File: config.mk
export PLATFORM = sky130hd
export DESIGN_NAME = vm_exit_unit
export DESIGN_NICKNAME = d
export VERILOG_FILES = /design/src/rtl/vm_exit_pkg.sv /design/src/rtl/vm_exit_ctl_regs.sv /design/src/rtl/vm_exit_io_stage.sv /design/src/rtl/vm_exit_classify.sv /design/src/rtl/vm_exit_unit.sv
export SDC_FILE = /design/constraint.sdc
export NUM_CORES = 1
export LEC_CHECK = 0
export ABC_AREA = 1
export BUFFER_PORTS_ARGS = -buffer_cell sky130_fd_sc_hd__buf_2
export CAP_MARGIN = 30
export CORE_ASPECT_RATIO = 0.6
export CORE_MARGIN = 3
export CORE_UTILIZATION = 46
export DETAILED_ROUTE_END_ITERATION = 10
export HOLD_SLACK_MARGIN = 0.02
export PLACE_DENSITY = 0.77
export SLEW_MARGIN = 20
export SYNTH_ARGS = -nofsm -noshare
export SYNTH_HDL_FRONTEND = slang
export SYNTH_SLANG_ARGS = --single-unit
File: constraint.sdc
create_clock -name clk -period 1.95 [get_ports clk]
set_clock_uncertainty 0.1 [all_clocks]
set_input_delay 0.39 -clock clk [delete_from_list [all_inputs] [get_ports clk]]
set_output_delay 0.39 -clock clk [all_outputs]
set_load 0.02 [all_outputs]
File: src/rtl/vm_exit_pkg.sv
package vm_exit_pkg;

    localparam int CTL_W   = 32;
    localparam int QUAL_W  = 32;
    localparam int VEC_W   = 5;
    localparam int N_EN    = 7;

    // control word select
    localparam logic [1:0] CA_ENABLES = 2'd0;
    localparam logic [1:0] CA_EXC_MAP = 2'd1;
    localparam logic [1:0] CA_INT_CTL = 2'd2;

    // enable bit positions in control word 0
    localparam int EN_HLT    = 0;
    localparam int EN_INVLPG = 1;
    localparam int EN_CR8    = 2;
    localparam int EN_MOVDR  = 3;
    localparam int EN_MWAIT  = 4;
    localparam int EN_RDPMC  = 5;
    localparam int EN_RDTSC  = 6;

    typedef enum logic [2:0] {
        EV_NONE  = 3'd0,
        EV_INSTR = 3'd1,
        EV_EXC   = 3'd2,
        EV_IO    = 3'd3,
        EV_CRMOV = 3'd4
    } ev_kind_e;

    typedef enum logic [3:0] {
        IC_NOP    = 4'd0,
        IC_CPUID  = 4'd1,
        IC_RDMSR  = 4'd2,
        IC_WRMSR  = 4'd3,
        IC_HLT    = 4'd4,
        IC_INVLPG = 4'd5,
        IC_MWAIT  = 4'd6,
        IC_RDPMC  = 4'd7,
        IC_RDTSC  = 4'd8,
        IC_MOVDR  = 4'd9
    } instr_cls_e;

    typedef enum logic [15:0] {
        RS_EXCEPTION  = 16'd0,
        RS_EXT_INT    = 16'd1,
        RS_INT_WINDOW = 16'd7,
        RS_CPUID      = 16'd10,
        RS_HLT        = 16'd12,
        RS_INVLPG     = 16'd14,
        RS_RDPMC      = 16'd15,
        RS_RDTSC      = 16'd16,
        RS_CR_ACCESS  = 16'd28,
        RS_DR_ACCESS  = 16'd29,
        RS_IO         = 16'd30,
        RS_RDMSR      = 16'd31,
        RS_WRMSR      = 16'd32,
        RS_MWAIT      = 16'd36
    } reason_e;

    // one candidate exit cause
    typedef struct packed {
        logic              hit;
        reason_e           reason;
        logic [QUAL_W-1:0] qual;
    } exit_cand_t;

    // priority slots, lowest index wins
    localparam int SLOT_EXC   = 0;
    localparam int SLOT_EXT   = 1;
    localparam int SLOT_INSTR = 2;
    localparam int SLOT_WIN   = 3;
    localparam int N_SLOTS    = 4;

    function automatic exit_cand_t no_cand();
        return '{hit: 1'b0, reason: RS_EXCEPTION, qual: '0};
    endfunction

    function automatic exit_cand_t mk_cand(logic h, reason_e r, logic [QUAL_W-1:0] q);
        return '{hit: h, reason: r, qual: q};
    endfunction

    function automatic logic [QUAL_W-1:0] cr_qual(logic [3:0] crn, logic rd, logic [3:0] gpr);
        return {20'd0, gpr, 3'd0, rd, crn};
    endfunction

endpackage

File: src/rtl/vm_exit_ctl_regs.sv
module vm_exit_ctl_regs
    import vm_exit_pkg::*;
(
    input  logic             clk,
    input  logic             rst,
    input  logic             we,
    input  logic [1:0]       addr,
    input  logic [CTL_W-1:0] wdata,
    output logic [N_EN-1:0]  instr_en,
    output logic [31:0]      exc_bitmap,
    output logic             extint_en,
    output logic             window_en
);

    logic unused_wbits;
    assign unused_wbits = ^wdata[CTL_W-1:N_EN];

    always_ff @(posedge clk) begin
        if (rst) begin
            instr_en   <= '0;
            exc_bitmap <= '0;
            extint_en  <= 1'b0;
            window_en  <= 1'b0;
        end else if (we) begin
            unique case (addr)
                CA_ENABLES: instr_en   <= wdata[N_EN-1:0];
                CA_EXC_MAP: exc_bitmap <= wdata[31:0];
                CA_INT_CTL: begin
                    extint_en <= wdata[0];
                    window_en <= wdata[1];
                end
                default: ;
            endcase
        end
    end

    p_reset_zero_r11: assert property (@(posedge clk) disable iff (rst)
        $past(rst) |-> (instr_en == '0 && exc_bitmap == '0 && !extint_en && !window_en))
        else $error("R11: controls not cleared by reset");

endmodule

File: src/rtl/vm_exit_io_stage.sv
module vm_exit_io_stage #(
    parameter int PORT_W = 16
) (
    input  logic              clk,
    input  logic              rst,
    input  logic              start,
    input  logic [PORT_W-1:0] port,
    input  logic              guest,
    input  logic              rd_bit,
    output logic              rd_en,
    output logic [PORT_W-1:0] rd_addr,
    output logic              pend,
    output logic [PORT_W-1:0] port_q,
    output logic              hit
);

    assign rd_en   = start;
    assign rd_addr = port;

    always_ff @(posedge clk) begin
        if (rst) begin
            pend   <= 1'b0;
            port_q <= '0;
        end else begin
            pend <= start;
            if (start) port_q <= port;
        end
    end

    // the bitmap bit arrives exactly while the request is pending
    assign hit = pend & rd_bit & guest;

    p_single_pending_r7: assert property (@(posedge clk) disable iff (rst)
        pend |=> !pend)
        else $error("R7: second I/O lookup accepted while busy");

endmodule

File: src/rtl/vm_exit_classify.sv
module vm_exit_classify
    import vm_exit_pkg::*;
#(
    parameter int PORT_W = 16
) (
    input  logic              take,
    input  logic [2:0]        ev_kind,
    input  logic [3:0]        ev_cls,
    input  logic [VEC_W-1:0]  ev_vector,
    input  logic [3:0]        ev_cr_num,
    input  logic              ev_cr_read,
    input  logic [3:0]        ev_gpr,
    input  logic              ext_irq,
    input  logic              guest_if,
    input  logic              io_hit,
    input  logic [PORT_W-1:0] io_port,
    input  logic [N_EN-1:0]   instr_en,
    input  logic [31:0]       exc_bitmap,
    input  logic              extint_en,
    input  logic              window_en,
    output exit_cand_t        win
);

    exit_cand_t slot [N_SLOTS];
    exit_cand_t instr_c;
    exit_cand_t cr_c;

    // instruction-class decode
    always_comb begin
        instr_c = no_cand();
        if (take && ev_kind == EV_INSTR) begin
            unique case (instr_cls_e'(ev_cls))
                IC_CPUID:  instr_c = mk_cand(1'b1, RS_CPUID, '0);
                IC_RDMSR:  instr_c = mk_cand(1'b1, RS_RDMSR, '0);
                IC_WRMSR:  instr_c = mk_cand(1'b1, RS_WRMSR, '0);
                IC_HLT:    instr_c = mk_cand(instr_en[EN_HLT],    RS_HLT,       '0);
                IC_INVLPG: instr_c = mk_cand(instr_en[EN_INVLPG], RS_INVLPG,    '0);
                IC_MWAIT:  instr_c = mk_cand(instr_en[EN_MWAIT],  RS_MWAIT,     '0);
                IC_RDPMC:  instr_c = mk_cand(instr_en[EN_RDPMC],  RS_RDPMC,     '0);
                IC_RDTSC:  instr_c = mk_cand(instr_en[EN_RDTSC],  RS_RDTSC,     '0);
                IC_MOVDR:  instr_c = mk_cand(instr_en[EN_MOVDR],  RS_DR_ACCESS, '0);
                default:   instr_c = no_cand();
            endcase
        end
    end

    // control-register move decode
    always_comb begin
        cr_c = no_cand();
        if (take && ev_kind == EV_CRMOV) begin
            cr_c.reason = RS_CR_ACCESS;
            cr_c.qual   = cr_qual(ev_cr_num, ev_cr_read, ev_gpr);
            cr_c.hit    = (ev_cr_num == 4'd3 && ev_cr_read) ||
                          (ev_cr_num == 4'd8 && instr_en[EN_CR8]);
        end
    end

    always_comb begin
        slot[SLOT_EXC] = mk_cand(take && ev_kind == EV_EXC && exc_bitmap[ev_vector],
                                 RS_EXCEPTION, QUAL_W'(ev_vector));
        slot[SLOT_EXT] = mk_cand(ext_irq && extint_en, RS_EXT_INT, '0);
        if (io_hit)
            slot[SLOT_INSTR] = mk_cand(1'b1, RS_IO, QUAL_W'(io_port));
        else if (cr_c.hit)
            slot[SLOT_INSTR] = cr_c;
        else
            slot[SLOT_INSTR] = instr_c;
        slot[SLOT_WIN] = mk_cand(window_en && guest_if, RS_INT_WINDOW, '0);
    end

    // fixed-priority pick, lowest slot first
    always_comb begin
        win = no_cand();
        for (int i = N_SLOTS - 1; i >= 0; i--) begin
            if (slot[i].hit) win = slot[i];
        end
    end

endmodule

File: src/rtl/vm_exit_unit.sv
module vm_exit_unit
    import vm_exit_pkg::*;
#(
    parameter int PORT_W = 16
) (
    input  logic              clk,
    input  logic              rst,
    input  logic              guest_mode,
    input  logic              ctl_we,
    input  logic [1:0]        ctl_addr,
    input  logic [CTL_W-1:0]  ctl_wdata,
    input  logic              ev_valid,
    output logic              ev_ready,
    input  logic [2:0]        ev_kind,
    input  logic [3:0]        ev_cls,
    input  logic [VEC_W-1:0]  ev_vector,
    input  logic [PORT_W-1:0] ev_port,
    input  logic [3:0]        ev_cr_num,
    input  logic              ev_cr_read,
    input  logic [3:0]        ev_gpr,
    input  logic              ext_irq,
    input  logic              guest_if,
    output logic              iobm_rd_en,
    output logic [PORT_W-1:0] iobm_rd_addr,
    input  logic              iobm_rd_bit,
    output logic              exit_valid,
    output logic [15:0]       exit_reason,
    output logic [QUAL_W-1:0] exit_qual,
    input  logic              exit_ack
);

    logic [N_EN-1:0]   instr_en;
    logic [31:0]       exc_bitmap;
    logic              extint_en;
    logic              window_en;
    logic              io_pend;
    logic              io_hit;
    logic [PORT_W-1:0] io_port_q;
    logic              take;
    logic              evaluate;
    exit_cand_t        win;

    assign ev_ready = !io_pend && !exit_valid;
    assign take     = ev_valid && ev_ready && guest_mode;
    assign evaluate = guest_mode && !exit_valid;

    vm_exit_ctl_regs u_ctl (
        .clk        (clk),
        .rst        (rst),
        .we         (ctl_we),
        .addr       (ctl_addr),
        .wdata      (ctl_wdata),
        .instr_en   (instr_en),
        .exc_bitmap (exc_bitmap),
        .extint_en  (extint_en),
        .window_en  (window_en)
    );

    vm_exit_io_stage #(.PORT_W(PORT_W)) u_io (
        .clk     (clk),
        .rst     (rst),
        .start   (take && ev_kind == EV_IO),
        .port    (ev_port),
        .guest   (guest_mode),
        .rd_bit  (iobm_rd_bit),
        .rd_en   (iobm_rd_en),
        .rd_addr (iobm_rd_addr),
        .pend    (io_pend),
        .port_q  (io_port_q),
        .hit     (io_hit)
    );

    vm_exit_classify #(.PORT_W(PORT_W)) u_cls (
        .take       (take),
        .ev_kind    (ev_kind),
        .ev_cls     (ev_cls),
        .ev_vector  (ev_vector),
        .ev_cr_num  (ev_cr_num),
        .ev_cr_read (ev_cr_read),
        .ev_gpr     (ev_gpr),
        .ext_irq    (ext_irq),
        .guest_if   (guest_if),
        .io_hit     (io_hit),
        .io_port    (io_port_q),
        .instr_en   (instr_en),
        .exc_bitmap (exc_bitmap),
        .extint_en  (extint_en),
        .window_en  (window_en),
        .win        (win)
    );

    always_ff @(posedge clk) begin
        if (rst) begin
            exit_valid  <= 1'b0;
            exit_reason <= '0;
            exit_qual   <= '0;
        end else if (exit_valid) begin
            if (exit_ack) exit_valid <= 1'b0;
        end else if (evaluate && win.hit) begin
            exit_valid  <= 1'b1;
            exit_reason <= win.reason;
            exit_qual   <= win.qual;
        end
    end

    p_root_quiet_r1: assert property (@(posedge clk) disable iff (rst)
        (!guest_mode && !exit_valid) |=> !exit_valid)
        else $error("R1: exit raised in root mode");

    p_hold_r10: assert property (@(posedge clk) disable iff (rst)
        (exit_valid && !exit_ack) |=> (exit_valid && $stable(exit_reason) && $stable(exit_qual)))
        else $error("R10: pending exit changed before acknowledge");

    p_release_r10: assert property (@(posedge clk) disable iff (rst)
        (exit_valid && exit_ack) |=> !exit_valid)
        else $error("R10: exit not released after acknowledge");

    p_busy_after_lookup_r7: assert property (@(posedge clk) disable iff (rst)
        iobm_rd_en |=> !ev_ready)
        else $error("R7: ready high during bitmap lookup");

    p_cr_format_r8: assert property (@(posedge clk) disable iff (rst)
        (exit_valid && exit_reason == RS_CR_ACCESS) |-> (exit_qual[31:12] == '0 && exit_qual[7:5] == '0))
        else $error("R8: stray bits in CR qualification");

    p_exc_format_r4: assert property (@(posedge clk) disable iff (rst)
        (exit_valid && exit_reason == RS_EXCEPTION) |-> (exit_qual[31:VEC_W] == '0))
        else $error("R4: stray bits in exception qualification");

endmodule

# Word level (Yosys, flattened, before mapping)
# Cells that the tools add are included.
[op_classes]
order_cmp = 1
eq_ne = 17
n_mux = 14
bitwise = 3
reduce_logical = 22
[op_table]
columns = ["operator", "n"]
rows = [
  ["$pmux 49 s9", 1],
  ["$mux 49", 8],
  ["$eq 4x3->1 const B", 4],
  ["$logic_and 1x1->1", 14],
  ["$eq 4x2->1 const B", 3],
  ["$eq 4x4->1 const B", 3],
  ["$reduce_and 2->1", 4],
  ["$eq 3x2->1 const B", 2],
  ["$lt 5x6->1 const B", 1],
  ["$bmux 1 s5", 1],
  ["$eq 4x1->1 const B", 1],
  ["$mux 1", 4],
  ["$eq 3x1->1 const B", 1],
  ["$eq 3x3->1 const B", 1],
  ["$and 1x1->1", 2],
  ["$eq 2x1->1 const B", 1],
  ["$eq 2x2->1 const B", 1],
  ["$logic_not 1->1", 2],
  ["$logic_not 2->1", 1],
  ["$logic_or 1x1->1", 1],
  ["$not 1->1", 1],
]
[word_totals]
reg_bits = 107
inputBits = 80
out_inout_bits = 67
word_cells = 66

# Depth between registers and ports, before layout
[depth]
ltp_word = 14
mapped_depth = 14
depth_no_buf = 14

# Cells and area by module
# Synthesis repeated with hierarchy kept, for this count alone.
[hier_totals]
cells_unflattened = 990
area_unflattened_um2 = 6080.8
[modules_own_cells]
columns = ["mod", "n_inst", "cells_each", "area_per_inst_um2", "seq_area_each_um2"]
rows = [
  ["vm_exit_unit", 1, 316, 2042.0, 980.9],
  ["vm_exit_ctl_regs", 1, 265, 1730.4, 820.8],
  ["vm_exit_classify", 1, 286, 1407.6, 0.0],
  ["vm_exit_io_stage", 1, 123, 900.9, 340.3],
]

# Least setup slack after synthesis
# OpenSTA, ideal clock, no wires.
[synth_path]
path_kind = "register -> output"
startpoint = "reg exit_valid"
endpoint = "out iobm_rd_en"
arrival_ns = 1.531
required_ns = 1.460
path_slack_ns = -0.071
path_stages_with_launch = 7
n_path_buf = 1
cell_sequence = "dfxtp_1 nor2_4 nand2_2 nor2_2 nand2_1 nor3_2 clkbuf_1"
[synth_via]
elab_chain_len = 5
[synth_lines]
columns = ["item", "line_no", "text"]
rows = [
  ["from (decl)", "vm_exit_unit.sv:26", "output logic exit_valid,"],
  ["from (signal assigned)", "vm_exit_unit.sv:94", "exit_valid <= 1'b0;"],
  ["from (signal assigned)", "vm_exit_unit.sv:98", "if (exit_ack) exit_valid <= 1'b0;"],
  ["from (signal assigned)", "vm_exit_unit.sv:100", "exit_valid <= 1'b1;"],
  ["$logic_not 1->1", "vm_exit_unit.sv:43", "assign ev_ready = !io_pend && !exit_valid;"],
  ["$logic_and 1x1->1", "vm_exit_unit.sv:43", ""],
  ["net ev_ready", "vm_exit_unit.sv:13", "output logic ev_ready,"],
  ["$logic_and 1x1->1 (2 in a row)", "vm_exit_unit.sv:44", "assign take = ev_valid && ev_ready && guest_mode;"],
  ["$logic_and 1x1->1", "vm_exit_unit.sv:62", ".start (take && ev_kind == EV_IO),"],
  ["to (decl)", "vm_exit_unit.sv:23", "output logic iobm_rd_en,"],
]
# The timed path passes the listed nets, and every way through them passes these cells.

# Final worst setup path
[layout_path]
startpoint = "reg exit_valid"
endpoint = "out iobm_rd_en"
[layout_via]
elab_chain_len = 5
[layout_lines]
columns = ["item", "line_no"]
rows = [
  ["$logic_not 1->1", "vm_exit_unit.sv:43"],
  ["$logic_and 1x1->1", "vm_exit_unit.sv:43"],
  ["$logic_and 1x1->1 (2 in a row)", "vm_exit_unit.sv:44"],
  ["$logic_and 1x1->1", "vm_exit_unit.sv:62"],
]
# Every way passes these cells.

==> impl_metrics.toml <==
[worst_setup_path]
crit_slowest_cell = "sky130_fd_sc_hd__dfxtp_4"
path_max_fanout = 2
r2r_start = "exit_valid"
crit_type = "reg -> out"
timing.rr.end = "exit_reason[1]"
timing.critical_path.arrival_ns = 1.46
worstRegToRegCells = 13
regToRegSetupSlack_ns = 0.03
critical_path_launch_point_type = "flip-flop"
timing.critical_path.required_ns = 1.46
worst_setup_path_end_kind = "output pin"
critical-path-max-stage-delay_ns = 0.35
path_cells = "nor2_4, nand2_4, nor2_4, nand2_2, nor3_2, buf_6, buf_6"

[placed_design]
postPlaceCellArea_um2 = 4896
port_buffers = 120
place_congestion = 0.8866
detailedPlacementHpwl_um = 8924

[logic_synthesis]
netlist_instances = 626
sequential_fraction_of_the_synthesis_area_pct = 38.32
predominant_post_synthesis_flop_cell = "sky130_fd_sc_hd__dfxtp_1"
ffs_latches_synth = 81
syn_avg_cell_area_um2 = 6.760
synth_warnings = 0
number_of_enable_type_register_cells_in_the_synthesized_netlist = 0
syn_area_um2 = 4232
async_reset_ff_share_pct = 0
yosysUniqueCellTypes = 32

[die]
initial_core_util_pct = 48.54
floorplan.die_area_um2 = 10420
die_h_um = 80.30
core_area_um2 = 8718
pin_count = 147
die_x_um = 129.8
core.rowCount = 26

[clock_tree]
cts.hold.buffers_added = 0
clkSinkCount = 81
cts-buffers-inserted = 9
clk-insertion-delay-late_ns = 0.34
tritoncts = "done"
ctsLongestPathBuffers = 2
clk_pin_slew_worst_paths_ns = 0.06
htree_levels = 3
ctsRootBufferMaster = "sky130_fd_sc_hd__clkbuf_16"

[detailed_routing]
drt_iter0_drc = 430
drt-vias-per-instance = 5.105
ant_nets = 0
routed_vias = 4431
first_pass_iters = 5
routed_wl_um = 12190
post_drt_wl_per_cell_um = 14.04
detail_route.drc_violations = 0

[global_route]
grt_overflow = 0
grt_first_pass_wirelength_um = 18930
grt_start_max_net_pins = 62
vias_in_the_first_global_route = 3918
gr-usage-all-layers_pct = 22.94
initial_antenna_violation_count = 0

[final_layout]
layout.cells.most_common = "sky130_fd_sc_hd__buf_2"
drive_gt1_share_pct = 28.57
antenna_cells_inserted = 0
finalNetCount = 831
final_core_util_pct = 61.85
area.growth.synth_to_final_pct = 27.44
layout.cells.most_common_list = "sky130_fd_sc_hd__buf_2 (119), sky130_fd_sc_hd__nor2_1 (104), sky130_fd_sc_hd__nand2_1 (98)"
finish.instance_area_um2 = 5393

[min_path]
hold_path_end = "u_ctl.exc_bitmap[19]"
worst_hold_path_type = "in -> reg"
timing.hold.worst.start = "ctl_wdata[19]"
timing.hold.worst_path_depth = 3

[power_and_ir_drop]
p_leak_nw = 2.636
irDropWorstVdd_v = 0.0003711
power.density_cell_area_nw_per_um2 = 765.7

[timing]
timing.final.setup_violations = 1
worst_hold_slack_ns = 0.1676
grt_setup_unrepaired = "true"
timing.final.crit_share_pct = 100.0
drv_slew = 0
finalHoldViolations = 0
finalCriticalPeriod_ns = 1.951
setup_total_negative_slack_ns = -0.0007038
layout_setup_ws_ns = -0.0007038
timing.fmax_mhz = 512.6

[flow_run]
max_cap_viol_count = 0

[outcome]
failing_checks = "negative setup slack"
status = "complete, but fails checks"
==> cells by family (layout without fill, tap and decap cells) <==
kind of cell / count (synthesis) / in the layout / share of synthesized area, %
flops: 81 / 81 / 38.32
simple gates: 287 / 287 / 30.10
other cells: 1 / 26 / 0.08862
compound gates: 128 / 128 / 15.46
buf+inv: 129 / 234 / 16.03
==> worst max-delay path: cells and delay by family, from the launching register on <==
family        cells  cell delay, ns
buf+inv           2            0.25
flops             1            0.35
simple gates      5            0.51
==> per-stage QoR <==
stage	total power, mW	setup slack [ns]	cells
2_1_floorplan	2.228	-0.004146	651
6_report	4.129	-0.0007038	868
4_1_cts	4.104	-0.06155	863
3_5_place_dp	2.410	-0.2067	843
5_1_grt	4.284	-0.06567	868
3_3_place_gp	2.397	-0.05118	843
==> worst max path at each step <==
stage / startpoint / end / slack [ns]
floorplan: exit_valid / exit_qual[0] / -0.004
global placement: ev_vector[0] / exit_qual[1] / -0.05
detailed placement: ev_vector[0] / exit_qual[1] / -0.21
CTS: exit_valid / iobm_rd_en / -0.06
global route: exit_valid / exit_qual[1] / -0.07
finish: exit_valid / iobm_rd_en / -0.0007
==> timing repair <==
action | in CTS | in global routing
pin swaps | 6 | 2
resized for setup | 7 | 23
buffers inserted | 4 | 4
gates cloned | 0 | 1
setup endpoints to repair | 2 | 25
==> Yosys cell counts (2+ instances only) <==
library cell | instances | area (um2)
sky130_fd_sc_hd__inv_1 | 52 | 195.2
sky130_fd_sc_hd__nand3_2 | 2 | 20.02
sky130_fd_sc_hd__nor2_1 | 108 | 405.4
sky130_fd_sc_hd__nand3_1 | 53 | 265.3
sky130_fd_sc_hd__o211ai_1 | 3 | 22.52
sky130_fd_sc_hd__buf_2 | 2 | 10.01
sky130_fd_sc_hd__nand4_1 | 5 | 31.28
sky130_fd_sc_hd__o21ai_1 | 7 | 35.03
sky130_fd_sc_hd__nor3_1 | 3 | 15.01
sky130_fd_sc_hd__inv_2 | 6 | 22.52
sky130_fd_sc_hd__dfxtp_1 | 81 | 1622
sky130_fd_sc_hd__a21oi_1 | 41 | 205.2
sky130_fd_sc_hd__nand2_1 | 102 | 382.9
sky130_fd_sc_hd__buf_6 | 3 | 33.78
sky130_fd_sc_hd__buf_4 | 45 | 337.8
sky130_fd_sc_hd__o21ai_0 | 75 | 375.4
sky130_fd_sc_hd__nand2_2 | 3 | 18.77
sky130_fd_sc_hd__nor2_2 | 2 | 12.51
sky130_fd_sc_hd__nor2_4 | 2 | 22.52
sky130_fd_sc_hd__clkbuf_1 | 19 | 71.32
==> registers in the layout, summed over array words and instances, names as in the netlist <==
name	flops
u_ctl.extint_en	1
u_ctl.window_en	1
u_io.pend	1
u_ctl.instr_en	7
exit_reason	6
exit_valid	1
u_ctl.exc_bitmap	32
u_io.port_q	16
exit_qual	16
==> per-layer routing <==
layer	GRT usage, %	up-vias	wire length (um)
li1	-	2195	-
met1	34.59	1982	5877
met2	32.48	240	5028
met3	5.781	14	1153
met4	5.083	0	129
met5	0	-	0
==> final cells by class <==
| type | count | area, um2 |
|---|---|---|
| inverters | 59 | 224.0 |
| clock buffers | 11 | 242.7 |
| flip-flops and latches | 81 | 1627 |
| multi-input cells | 441 | 2121 |
| clock inverters | 5 | 56.30 |
| fillers | 791 | 3326 |
| repair buffers | 159 | 982.2 |
| well taps | 112 | 140.1 |
==> where the power goes <==
group | internal, mW | switching [mW]
clock | 1.02 | 0.683
combinational | 0.247 | 0.413
sequential | 1.73 | 0.0333
total | 3.00 | 1.13
No activity file was read; power rests on OpenSTA's default activity.
